<file path="config.mk">
export PLATFORM = sky130hd
export DESIGN_NAME = r4sd_decoder
export DESIGN_NICKNAME = d
export VERILOG_FILES = /design/src/rtl/r4sd_pkg.sv /design/src/rtl/r4sd_ctrl.sv /design/src/rtl/r4sd_datapath.sv /design/src/rtl/r4sd_decoder.sv
export SDC_FILE = /design/constraint.sdc
export NUM_CORES = 1
export LEC_CHECK = 0
export BUFFER_PORTS_ARGS = -buffer_cell sky130_fd_sc_hd__buf_2
export CORE_UTILIZATION = 60
export CTS_BUF_LIST = sky130_fd_sc_hd__clkbuf_2
export CTS_CLUSTER_DIAMETER = 50
export DETAILED_ROUTE_END_ITERATION = 6
export PLACE_DENSITY = 0.85
export SLEW_MARGIN = 30
export SYNTH_ARGS = -nofsm -noshare
export SYNTH_HDL_FRONTEND = slang
export SYNTH_SLANG_ARGS = --single-unit
</file>
<file path="constraint.sdc">
create_clock -name clk -period 4.09 [get_ports clk]
set_clock_uncertainty 0.05 [all_clocks]
set_input_delay 0.409 -clock clk [delete_from_list [all_inputs] [get_ports clk]]
set_output_delay 0.409 -clock clk [all_outputs]
set_load 0.01 [all_outputs]
</file>
<file path="src/rtl/r4sd_pkg.sv">
package r4sd_pkg;
  typedef struct packed {
    logic load;   // capture digits, clear accumulator
    logic step;   // fold in one digit
    logic last;   // this step is the final one
  } ctrlStrobes_t;
endpackage

</file>
<file path="src/rtl/r4sd_ctrl.sv">
module r4sd_ctrl
  import r4sd_pkg::*;
#(
  parameter int NUM_DIGITS = 8
) (
  input  logic         clk,
  input  logic         rstN,
  input  logic         startIn,
  output ctrlStrobes_t strobes,
  output logic         busyOut,
  output logic         doneOut
);
  localparam int CNT_W = $clog2(NUM_DIGITS);
  localparam logic [CNT_W-1:0] LAST_CNT = CNT_W'(NUM_DIGITS - 1);

  typedef enum logic {ST_IDLE, ST_RUN} state_t;
  state_t stateQ;
  logic [CNT_W-1:0] stepCnt;

  always_comb begin
    strobes.load = (stateQ == ST_IDLE) && startIn;
    strobes.step = (stateQ == ST_RUN);
    strobes.last = (stateQ == ST_RUN) && (stepCnt == LAST_CNT);
  end

  always_ff @(posedge clk) begin
    if (!rstN) begin
      stateQ  <= ST_IDLE;
      stepCnt <= '0;
      doneOut <= 1'b0;
    end else begin
      doneOut <= strobes.last;
      if (strobes.load) begin
        stateQ  <= ST_RUN;
        stepCnt <= '0;
      end else if (strobes.step) begin
        stepCnt <= stepCnt + 1'b1;
        if (strobes.last) stateQ <= ST_IDLE;
      end
    end
  end

  assign busyOut = (stateQ == ST_RUN);

  assert_done_pulse_R7: assert property (@(posedge clk) disable iff (!rstN)
    doneOut |=> !doneOut);
  assert_done_idle_R7: assert property (@(posedge clk) disable iff (!rstN)
    !(doneOut && busyOut));
  assert_busy_from_start_R2: assert property (@(posedge clk) disable iff (!rstN)
    $rose(busyOut) |-> $past(startIn));
  assert_done_after_busy_R2: assert property (@(posedge clk) disable iff (!rstN)
    $rose(doneOut) |-> $fell(busyOut));
  assert_no_load_busy_R6: assert property (@(posedge clk) disable iff (!rstN)
    busyOut |-> !strobes.load);
endmodule

</file>
<file path="src/rtl/r4sd_datapath.sv">
module r4sd_datapath
  import r4sd_pkg::*;
#(
  parameter int NUM_DIGITS = 8,
  parameter int DIGIT_W    = 3
) (
  input  logic                             clk,
  input  logic                             rstN,
  input  ctrlStrobes_t                     strobes,
  input  logic [NUM_DIGITS*DIGIT_W-1:0]    digitsIn,
  output logic [2*NUM_DIGITS:0]            accOut,
  output logic                             errOut
);
  localparam int VEC_W = NUM_DIGITS * DIGIT_W;
  localparam int RES_W = 2 * NUM_DIGITS + 1;
  localparam logic [DIGIT_W-1:0] BAD_CODE = {1'b1, {(DIGIT_W-1){1'b0}}};

  logic [VEC_W-1:0]   digShift;
  logic [NUM_DIGITS-1:0] badDigit;
  logic [DIGIT_W-1:0] headDigit;
  logic [RES_W-1:0]   headExt;

  for (genvar gi = 0; gi < NUM_DIGITS; gi++) begin : g_chk
    assign badDigit[gi] = (digitsIn[gi*DIGIT_W +: DIGIT_W] == BAD_CODE);
  end

  assign headDigit = digShift[VEC_W-1 -: DIGIT_W];
  assign headExt   = {{(RES_W-DIGIT_W){headDigit[DIGIT_W-1]}}, headDigit};

  always_ff @(posedge clk) begin
    if (!rstN) begin
      digShift <= '0;
      accOut   <= '0;
      errOut   <= 1'b0;
    end else if (strobes.load) begin
      digShift <= digitsIn;
      accOut   <= '0;
      errOut   <= |badDigit;
    end else if (strobes.step) begin
      digShift <= digShift << DIGIT_W;
      accOut   <= {accOut[RES_W-3:0], 2'b00} + headExt;
    end
  end

  assert_hold_result_R6: assert property (@(posedge clk) disable iff (!rstN)
    (!strobes.load && !strobes.step) |=> $stable(accOut));
  assert_hold_err_R5: assert property (@(posedge clk) disable iff (!rstN)
    !strobes.load |=> $stable(errOut));
  assert_legal_range_R4: assert property (@(posedge clk) disable iff (!rstN)
    ($past(strobes.last) && !errOut) |-> (accOut != {1'b1, {(RES_W-1){1'b0}}}));
endmodule

</file>
<file path="src/rtl/r4sd_decoder.sv">
module r4sd_decoder
  import r4sd_pkg::*;
#(
  parameter int NUM_DIGITS = 8,
  parameter int DIGIT_W    = 3,
  localparam int VEC_W     = NUM_DIGITS * DIGIT_W,
  localparam int RES_W     = 2 * NUM_DIGITS + 1
) (
  input  logic             clk,
  input  logic             rstN,
  input  logic             startIn,
  input  logic [VEC_W-1:0] digitsIn,
  output logic             busyOut,
  output logic             doneOut,
  output logic [RES_W-1:0] resultOut,
  output logic             errOut
);
  ctrlStrobes_t strobes;

  r4sd_ctrl #(.NUM_DIGITS(NUM_DIGITS)) u_ctrl (
    .clk(clk), .rstN(rstN), .startIn(startIn),
    .strobes(strobes), .busyOut(busyOut), .doneOut(doneOut)
  );

  r4sd_datapath #(.NUM_DIGITS(NUM_DIGITS), .DIGIT_W(DIGIT_W)) u_dp (
    .clk(clk), .rstN(rstN), .strobes(strobes), .digitsIn(digitsIn),
    .accOut(resultOut), .errOut(errOut)
  );
endmodule

</file>
==> summary.md <==
| Metric | Value |
|---|---|
| Post-route cell area | 2930 um2 |
| # port buffers | 46 |
| DIE HEIGHT | 68.4 um |
| # DRC | 0 |
| Sw Share | 31.5% |
| Pint | 0.592 mW |
| Ys Warns | 0 |
| First-pass GRT wire length | 9.16 mm |
| Reg2Reg Depth | 7 |
| Fin. Hold Viols | 0 |
| Cts hold-fix bufs | 0 |
| CTS clk-pin slew, worst paths | 0.25 ns |
| Total Routed Length | 5.67 mm |
| Rows | 23 |
| Crit path max fanout | 17 |
| Crit. Startpoint | u_dp.digShift[23]$_SDFFE_PN0P_ |
| TritonCTS clock tree | done |
| CTS sink cnt | 47 |
| Setup crit end | u_dp.accOut[16]$_SDFFE_PP0P_ |
| Core area | 4120 um2 |
| Drt pass-1 iters | 4 |
| Worst Setup Path Type | register to register |
| Period minus WS final | 2.66 ns |
| Syn Area/Cell | 8.36 um2 |
| DP Area | 2880 um2 |
| RSZ-0062 raised after global routing | false |
| Max-cap violations | 0 |
| # diodes | 0 |
| Psw | 0.272 mW |
| CTS Buf Count | 5 |
| Vias | 2374 |
| Async S/R FF share, synth | 0% |
| Yosys reg bits | 47 |
| Largest net degree at the start of global routing | 37 |
| Combinational power share | 18.4% |
| Synthesized Nets | 360 |
| Post-synth EDFFs | 0 |
| Gate Count Post-Synth | 316 |
| Synth Area in Compound Gates | 17.9% |
| Number of post-CTS setup repair buffers | 0 |
| Status | finished clean |
| Placed Cells incl. Taps | 400 |
| Critical path arrival | 2.98 ns |
| Clock network power share | 22.9% |
| Crit path capture type | register |
| Routed len/inst | 13.9 um |
| Simple-Gate Fraction of Synth Area | 20.1% |
| Final Max Slew Viols | 0 |
| Starting Density | 64.2% |
| Final GP Congestion | 0.870 |
| Most frequent cells in the layout | nor2_1 (70), buf_2 (46), dfxtp_1 (46) |
| Peak supply drop | 0.200 mV |
| Synth Area in Adders | 8.34% |
| Antenna violations before repair | 0 |
| Post-layout net count | 401 |
| Total die area | 4670 um2 |
| DR vias/cell | 5.82 |
| Data required time of the worst path | 4.41 ns |
| Final setup fails | 0 |
| Remaining antenna violation count after routing | 0 |
| Die width | 68.4 um |
| Leak | 1.36 nW |
| Part of the Yosys area used for sequential elements | 35.6% |
| GRT overflow | 0 |
| Vias in the first global route | 1990 |
| Final worst slack | 1.43 ns |
| Mux contribution to synthesized area | 13.0% |
| Most common cell after layout, fill and taps aside | nor2_1 |
| Worst-margin pin slew | 0.772 ns |
| PwrDens | 295 nW/um2 |
| Layout cells sized above 1 | 17.3% |
| Startpoint types | register |
| I/O Pins | 47 |
| Root Driver | clkbuf_2 |
| Period Utilization, post-route | 65.1% |
| HP Class | input port to register |
| Rel. slew slack | 48.5% |
| RR Endpoint | u_dp.accOut[16]$_SDFFE_PP0P_ |
| Layout area overhead | 10.8% |
| CTS H-tree lvls | 2 |
| Setup TNS | 0 ns |
| Max Root-Sink Buffers | 2 |
| Post-CTS sizing | 0 |
| Worst-skew pair later-pin latency | 0.44 ns |
| Non-filler cells, final | 408 |
| Worst R2R Setup Slack | 1.43 ns |
| Post-synthesis xor/xnor area fraction | 2.32% |
| Main combinational cell family by area after synthesis | simple AND/OR/NAND/NOR gates |
| Final HPWL DP | 4.15 mm |
| Ys flop type | dfxtp_1 |
| Netlist cell types | 42 |
| Initial DRC count | 134 |
| WHS | 0.175 ns |
| Max Freq | 0.375 GHz |
| Mapped Area | 2640 um2 |
| Pre-CTS setup slack | 1.44 ns |
| Total GRT Usage | 26.5% |
| Critical R2R Launch | u_dp.digShift[23]$_SDFFE_PN0P_ |
| Sequential share of power | 58.7% |
logic make-up (layout without fill, tap and decap cells):
kind of cell               Yosys count  after routing
DFF                                 47             47
buffers and inverters               16             58
and+or+nand+nor                    119            119
AOI/OAI and AO/OA                   76             76
xor gates and xnor gates             7              7
adders and majority gates           17             17
muxes                               34             34
registers in the layout, indices dropped and copies added, names as in the netlist:
register	count
u_ctrl.busyOut	1
u_ctrl.doneOut	1
u_ctrl.stepCnt	3
u_dp.accOut	17
u_dp.digShift	24
u_dp.errOut	1
Yosys cell counts, types with 4 or more instances:
library cell | n | area share [%]
o21ai_0 | 11 | 2.1
mux2i_1 | 32 | 12
a21oi_1 | 41 | 7.8
or3_1 | 4 | 0.95
xnor2_1 | 5 | 1.7
nand2b_1 | 5 | 1.2
nand3_1 | 5 | 0.95
nand2_1 | 16 | 2.3
dfxtp_1 | 47 | 36
nor2_1 | 70 | 9.9
buf_2 | 4 | 0.76
ha_1 | 16 | 7.6
nand4_1 | 4 | 0.95
clkbuf_1 | 6 | 0.85
how the worst min path moves through the flow:
stage | slack, ns | cells past startpoint | end | startpoint
after CTS | 0.16 | 3 | u_dp.digShift[1]$_SDFFE_PN0P_ | digitsIn[1]
after global routing | 0.19 | 3 | u_dp.digShift[1]$_SDFFE_PN0P_ | digitsIn[1]
after floorplan | 0.41 | 2 | u_dp.digShift[10]$_SDFFE_PN0P_ | u_dp.digShift[7]$_SDFFE_PN0P_
after detailed placement | 0.40 | 1 | u_dp.accOut[15]$_SDFFE_PP0P_ | u_dp.accOut[15]$_SDFFE_PP0P_
final | 0.18 | 3 | u_dp.digShift[1]$_SDFFE_PN0P_ | digitsIn[1]
after global placement | 0.40 | 1 | u_dp.accOut[15]$_SDFFE_PP0P_ | u_dp.accOut[15]$_SDFFE_PP0P_
through the flow:
| step | util (%) | total power [mW] |
|---|---|---|
| 2_1_floorplan | - | 0.627 |
| 3_3_place_gp | 70.0 | 0.670 |
| 3_5_place_dp | 70.0 | 0.674 |
| 4_1_cts | 71.1 | 0.873 |
| 5_1_grt | 71.1 | 0.910 |
| 6_report | 71.1 | 0.864 |
layout make-up:
class	instances	area (um2)
Timing Repair Buffer	47	238
Inverter	3	11.3
Sequential cell	47	942
Tap cell	50	62.6
Multi-Input combinational cell	253	1630
Fill cell	343	1190
Clock inverter	3	20.0
Clock buffer	5	25.0
worst max-delay path, cell delays in order (launching register included):
cell and delay [ns]:
dfxtp_1 0.82, ha_1 0.31, fa_1 0.25, a21oi_1 0.11
o21ai_0 0.35, nand3_1 0.16, and4_1 0.22, or3_1 0.35
per-layer routing:
metal  up-vias  routed length, um  track usage, %  part of all wire (%)
li1       1209                  -               -                     -
met1      1096               2810            36.8                    49
met2        58               2540            39.5                    45
met3        11                218            4.67                   3.8
met4         0                108            12.0                   1.9
met5         -                  0               0                     0
power by group through the flow:
stage                     Combinational (mW)  Sequential, mW  Clock (mW)
after detailed placement               0.158           0.516           0
after global routing                   0.179           0.512       0.219
final                                  0.159           0.507       0.198
after floorplan                        0.121           0.507           0
after CTS                              0.159           0.507       0.207
after global placement                 0.154           0.515           0
(Power assumes the default switching activity.)
